`src/rtl/irq_pkg.sv`:
```
package irq_pkg;
  localparam int CTL_W      = 8;
  localparam int NSRC       = 3;
  localparam int B_MASTER   = 7;
  localparam int B_SECOND   = 6;
  localparam int B_TMR_EN   = 5;
  localparam int B_EXT_EN   = 4;
  localparam int B_PC_EN    = 3;
  localparam int B_TMR_FL   = 2;
  localparam int B_EXT_FL   = 1;
  localparam int B_PC_FL    = 0;
  localparam int EN_LSB     = B_PC_EN;
  localparam int EN_W       = CTL_W - EN_LSB;
endpackage

```
`src/rtl/irq_rst_sync.sv`:
```
module irq_rst_sync (
  input  logic clk,
  input  logic rst_n,
  output logic rst_sync_n
);
  logic [1:0] stage_q;

  always_ff @(posedge clk or negedge rst_n) begin
    if (!rst_n) stage_q <= 2'b00;
    else        stage_q <= {stage_q[0], 1'b1};
  end

  assign rst_sync_n = stage_q[1];
endmodule

```
`src/rtl/irq_flag_cell.sv`:
```
module irq_flag_cell #(
  parameter logic RST_VAL = 1'b0
) (
  input  logic clk,
  input  logic rst_n,
  input  logic set_evt,
  input  logic wr_en,
  input  logic wr_val,
  output logic q
);
  logic q_r;
  logic q_d;

  always_comb begin
    q_d = q_r;
    if (wr_en) q_d = wr_val;
    if (set_evt) q_d = 1'b1;
  end

  always_ff @(posedge clk or negedge rst_n) begin
    if (!rst_n) q_r <= RST_VAL;
    else        q_r <= q_d;
  end

  assign q = q_r;

  AST_FLAG_HOLD: assert property (@(posedge clk) disable iff (!rst_n)
    (!set_evt && !wr_en) |=> $stable(q_r)) else $error("flag changed without cause");
  AST_SET_WINS: assert property (@(posedge clk) disable iff (!rst_n)
    set_evt |=> q_r) else $error("set event lost");
endmodule

```
`src/rtl/irq_level_merge.sv`:
```
module irq_level_merge #(
  parameter int NSRC = 3,
  parameter int NPER = 2
) (
  input  logic            prio_mode,
  input  logic            master_en,
  input  logic            second_en,
  input  logic [NSRC-1:0] src_term,
  input  logic [NSRC-1:0] src_hi,
  input  logic [NPER-1:0] per_req,
  input  logic [NPER-1:0] per_hi,
  output logic            req_hi_d,
  output logic            req_lo_d
);
  logic any_src;
  logic any_per;
  logic hi_terms;
  logic lo_terms;

  always_comb begin
    any_src  = |src_term;
    any_per  = |per_req;
    hi_terms = |(src_term & src_hi)  | |(per_req & per_hi);
    lo_terms = |(src_term & ~src_hi) | |(per_req & ~per_hi);
    if (prio_mode) begin
      req_hi_d = master_en & hi_terms;
      req_lo_d = master_en & second_en & lo_terms;
    end else begin
      req_hi_d = master_en & (any_src | (second_en & any_per));
      req_lo_d = 1'b0;
    end
  end
endmodule

```
`src/rtl/irq_ctl_top.sv`:
```
module irq_ctl_top
  import irq_pkg::*;
#(
  parameter int   NPER   = 2,
  parameter logic PC_RST = 1'b0
) (
  input  logic             clk,
  input  logic             rst_n,
  input  logic             prio_mode,
  input  logic             wr_en,
  input  logic [CTL_W-1:0] wr_data,
  output logic [CTL_W-1:0] rd_data,
  input  logic             tmr_ovf,
  input  logic             ext_edge,
  input  logic             port_chg,
  input  logic [NSRC-1:0]  src_hi,
  input  logic [NPER-1:0]  per_req,
  input  logic [NPER-1:0]  per_hi,
  output logic             irq_hi,
  output logic             irq_lo
);
  logic            rst_sync_n;
  logic [EN_W-1:0] en_q;
  logic [EN_W-1:0] en_d;
  logic [NSRC-1:0] set_vec;
  logic [NSRC-1:0] flag_q;
  logic [NSRC-1:0] en_src;
  logic [NSRC-1:0] src_term;
  logic            req_hi_d;
  logic            req_lo_d;
  logic            irq_hi_q;
  logic            irq_lo_q;

  irq_rst_sync u_rst (
    .clk        (clk),
    .rst_n      (rst_n),
    .rst_sync_n (rst_sync_n)
  );

  // enable bits: written only by software
  always_comb begin
    en_d = en_q;
    if (wr_en) en_d = wr_data[CTL_W-1:EN_LSB];
  end

  always_ff @(posedge clk or negedge rst_sync_n) begin
    if (!rst_sync_n) en_q <= '0;
    else             en_q <= en_d;
  end

  // flag bits: index 2 timer, 1 external, 0 port change
  assign set_vec = {tmr_ovf, ext_edge, port_chg};

  for (genvar g = 0; g < NSRC; g++) begin : g_flag
    localparam logic RV = (g == B_PC_FL) ? PC_RST : 1'b0;
    irq_flag_cell #(.RST_VAL(RV)) u_cell (
      .clk     (clk),
      .rst_n   (rst_sync_n),
      .set_evt (set_vec[g]),
      .wr_en   (wr_en),
      .wr_val  (wr_data[g]),
      .q       (flag_q[g])
    );
  end

  // per-source enables aligned to the flag order
  assign en_src   = {en_q[B_TMR_EN-EN_LSB], en_q[B_EXT_EN-EN_LSB], en_q[B_PC_EN-EN_LSB]};
  // src_hi is ordered timer=0, external=1, port=2; reorder terms to match
  assign src_term = {flag_q[B_PC_FL]  & en_src[B_PC_FL],
                     flag_q[B_EXT_FL] & en_src[B_EXT_FL],
                     flag_q[B_TMR_FL] & en_src[B_TMR_FL]};

  irq_level_merge #(.NSRC(NSRC), .NPER(NPER)) u_merge (
    .prio_mode (prio_mode),
    .master_en (en_q[B_MASTER-EN_LSB]),
    .second_en (en_q[B_SECOND-EN_LSB]),
    .src_term  (src_term),
    .src_hi    (src_hi),
    .per_req   (per_req),
    .per_hi    (per_hi),
    .req_hi_d  (req_hi_d),
    .req_lo_d  (req_lo_d)
  );

  always_ff @(posedge clk or negedge rst_sync_n) begin
    if (!rst_sync_n) begin
      irq_hi_q <= 1'b0;
      irq_lo_q <= 1'b0;
    end else begin
      irq_hi_q <= req_hi_d;
      irq_lo_q <= req_lo_d;
    end
  end

  assign rd_data = {en_q, flag_q};
  assign irq_hi  = irq_hi_q;
  assign irq_lo  = irq_lo_q;

  AST_FLAT_NO_LO: assert property (@(posedge clk) disable iff (!rst_sync_n)
    !prio_mode |=> !irq_lo) else $error("low request in flat mode");
  AST_MASTER_GATE: assert property (@(posedge clk) disable iff (!rst_sync_n)
    !rd_data[B_MASTER] |=> (!irq_hi && !irq_lo)) else $error("request with master off");
  AST_LO_NEEDS_SECOND: assert property (@(posedge clk) disable iff (!rst_sync_n)
    !rd_data[B_SECOND] |=> !irq_lo) else $error("low request with bit 6 off");
  AST_TMR_LATCH: assert property (@(posedge clk) disable iff (!rst_sync_n)
    tmr_ovf |=> rd_data[B_TMR_FL]) else $error("timer flag not latched");
  AST_PC_PERSIST: assert property (@(posedge clk) disable iff (!rst_sync_n)
    port_chg |=> rd_data[B_PC_FL]) else $error("port flag cleared during mismatch");
endmodule

```
`config.mk`:
```
export PLATFORM = sky130hd
export DESIGN_NAME = irq_ctl_top
export DESIGN_NICKNAME = d
export VERILOG_FILES = /design/src/rtl/irq_pkg.sv /design/src/rtl/irq_rst_sync.sv /design/src/rtl/irq_flag_cell.sv /design/src/rtl/irq_level_merge.sv /design/src/rtl/irq_ctl_top.sv
export SDC_FILE = /design/constraint.sdc
export NUM_CORES = 1
export LEC_CHECK = 0
export ABC_AREA = 0
export BUFFER_PORTS_ARGS = -buffer_cell sky130_fd_sc_hd__buf_2
export CAP_MARGIN = 20
export CORE_AREA = 4 4 41 43
export CTS_BUF_LIST = sky130_fd_sc_hd__clkbuf_2 sky130_fd_sc_hd__clkbuf_4 sky130_fd_sc_hd__clkbuf_8
export CTS_CLUSTER_SIZE = 25
export DETAILED_ROUTE_END_ITERATION = 6
export DIE_AREA = 0 0 45 47
export PLACE_DENSITY = 0.77
export SETUP_SLACK_MARGIN = 0.05
export SYNTH_ARGS = -nofsm -noshare
export SYNTH_HDL_FRONTEND = slang
export SYNTH_SLANG_ARGS = --single-unit
```
`constraint.sdc`:
```
create_clock -name clk -period 1.2 [get_ports clk]
set_input_delay 0 -clock clk [delete_from_list [all_inputs] [get_ports clk]]
set_output_delay 0 -clock clk [all_outputs]
set_load 0.005 [all_outputs]
```
==> impl_metrics.env <==
export IMPL_outcome="finished, final reports clean"
export IMPL_route_vias_total=528
export IMPL_layout_setup_ws_ns=0.197
export IMPL_p_sw_frac=0.234
export IMPL_final_cell_mix="31 x buf_2, 13 x dlygate4sd3_1, 12 x dfrtp_1"
export IMPL_ant_nets=0
export IMPL_pwr_share_comb=0.186
export IMPL_layout_cells_non_filler=105
export IMPL_rsz0062_at_grt="no"
export IMPL_seqPwrFrac=0.493
export IMPL_drtIter0Drc=12
export IMPL_drive_gt1_frac=0.444
export IMPL_synth_top_area_frac=0.537
export IMPL_grt_pass1_vias=528
export IMPL_power_frac_clock=0.321
export IMPL_antenna_found_initial=0
export IMPL_crit_slowest_cell="dfrtp_1"
export IMPL_synthCells=48
export IMPL_period_needed_ns=1.00
export IMPL_worst_ep_required_time_ns=1.35
export IMPL_pre_cts_ws_ns=0.204
export IMPL_clock_sinks=12
export IMPL_io_pins=32
export IMPL_syn_avg_cell_area_um2=11.7
export IMPL_syn_to_final_growth_pct=52.1
export IMPL_synth_cell_type_count=19
export IMPL_leakage_nw=0.425
export IMPL_io_buffers=31
export IMPL_ys_ff_latch=12
export IMPL_power_density_nw_per_um2=1130
export IMPL_arrival_ns=1.16
export IMPL_finClkSkew_ns=0.00273
export IMPL_path_clk_slew_ns=0.07
export IMPL_fin_area_um2=851
export IMPL_maxCapViolations=0
export IMPL_die_area_um2=2120
export IMPL_fin_setup_tns_ns=0
export IMPL_die_w_um=45
export IMPL_drv_slew=0
export IMPL_syn_area_um2=559
export IMPL_cts_resized=0
export IMPL_ctsHoldBuffers=13
export IMPL_htree_levels=1
export IMPL_hold_ws_ns=0.0362
export IMPL_critPathMaxFanout=4
export IMPL_coreArea_um2=1300
export IMPL_place_area_um2=684
export IMPL_yosysTopAreaCell="dfrtp_1"
export IMPL_cpPeakStageDelay_ns=0.43
export IMPL_vdd_ir_drop_max_mv=0.788
export IMPL_initial_core_util=0.430
export IMPL_row_count=13
export IMPL_syn_num_nets=70
export IMPL_max_freq_ghz=0.997
export IMPL_setup_violations=0
export IMPL_placed_cells=88
export IMPL_power_switching_mw=0.224
export IMPL_clkLatencyLatePin_ns=0.26
export IMPL_synth_warnings=0
export IMPL_fin_crit_sh=0.836
export IMPL_ys_top_cells_by_area="dfrtp_1 54%, mux2_2 10%, buf_4 6.7%"
export IMPL_vias_per_cell=5.03
export IMPL_cts_buffer_depth=2
export IMPL_route_detailed_drc=0
export IMPL_grt_max_degree=12
export IMPL_hp_class="primary input to asynchronous set/reset pin"
export IMPL_postCtsSetupBuffers=0
export IMPL_final_hold_viol_count=0
export IMPL_grt_pass1_wl_um=2190
export IMPL_nets=113
export IMPL_ys_seq_area_frac=0.537
export IMPL_cts_root_buf="clkbuf_4"
export IMPL_cts_tree="built"
export IMPL_cp_start_kind="register"
export IMPL_worst_setup_path_end_kind="register"
export IMPL_p_int_mw=0.734
export IMPL_wl_um=1370
export IMPL_drt_pass1_iter_count=4
export IMPL_gr_total_overflow=0
export IMPL_dp_hpwl_um=1050
export IMPL_drt_wirelength_per_cell_um=13.1
export IMPL_numCtsBuffers=3
export IMPL_timing_worst_setup_path_type="register to register"
export IMPL_path_cells="nand2_1, o221ai_1, o2111a_1"
export IMPL_gp_congestion=0.729
export IMPL_layout_commonest_cell="buf_2"
export IMPL_die_h_um=47
export IMPL_n_antenna_cell=0
export IMPL_track_usage=0.148
sequential cells by signal (all words and copies together) (netlist names):
signal           cells
en_q                 5
g_flag.u_cell.q      3
irq_hi               1
irq_lo               1
u_rst.stage_q        2
power by group through the flow:
| stage | registers [mW] | clock network, mW | logic, mW |
|---|---|---|---|
| 6_report | 0.472 | 0.308 | 0.179 |
| 5_1_grt | 0.479 | 0.342 | 0.198 |
| 4_1_cts | 0.473 | 0.326 | 0.179 |
| 3_5_place_dp | 0.481 | 0 | 0.147 |
| 3_3_place_gp | 0.476 | 0 | 0.145 |
| 2_1_floorplan | 0.474 | 0 | 0.0871 |
final cells by class:
| class | count | area, um2 |
|---|---|---|
| inverters | 1 | 3.75 |
| fillers | 116 | 450 |
| well taps | 15 | 18.8 |
| flip-flops and latches | 12 | 300 |
| repair buffers | 44 | 285 |
| multi-input cells | 29 | 206 |
| clock buffers | 4 | 36.3 |
metal layers:
layer / share of wire / routed length [um] / vias up / global-route usage
met5: 0 / 0 / - / 0
met3: 0.085 / 117 / 6 / 0.0536
met4: 0.029 / 40 / 0 / 0.0702
li1: - / - / 252 / -
met1: 0.35 / 485 / 242 / 0.152
met2: 0.53 / 728 / 28 / 0.266
cell usage after synthesis:
master,n
a211o_1,3
a21oi_1,1
a22oi_1,1
buf_4,5
buf_6,1
conb_1,1
dfrtp_1,12
inv_1,1
mux2_2,5
nand2_1,4
nand2b_1,1
nand3_1,4
nand4_1,1
nor2b_1,3
o2111a_1,1
o211a_1,1
o21ai_0,1
o221ai_1,1
o22ai_1,1
cells by family after synthesis:
family | Yosys count | share of synthesized area
DFF | 12 | 0.537
muxes | 5 | 0.101
other | 1 | 0.00670
buffers and inverters | 7 | 0.0940
and+or+nand+nor | 13 | 0.119
AOI/OAI and AO/OA | 10 | 0.143
worst max-delay path: cells and delay by family (launching register included):
family,cells,cell delay [ns]
compound gates,2,0.36
simple gates,1,0.10
flops,1,0.43
worst paths after layout:
kind	start	to	slack (ns)	cells past startpoint
setup / recovery	en_q[0]	irq_lo	0.20	3
hold / removal	rst_n	u_rst.stage_q[1]	0.04	2
setup reg to reg	en_q[0]	irq_lo	0.20	3
hold reg to reg	u_rst.stage_q[1]	g_flag[0].u_cell.q	0.17	0
max in group asynchronous	u_rst.stage_q[1]	en_q[1]	0.75	0
min in group clk	per_hi[1]	irq_hi	0.11	4
stage by stage:
step                 util  power, mW
floorplan               -      0.561
global placement    0.526      0.621
detailed placement  0.526      0.628
CTS                 0.654      0.978
global route        0.654       1.02
finish              0.654      0.958
(Power assumes the default switching activity.)
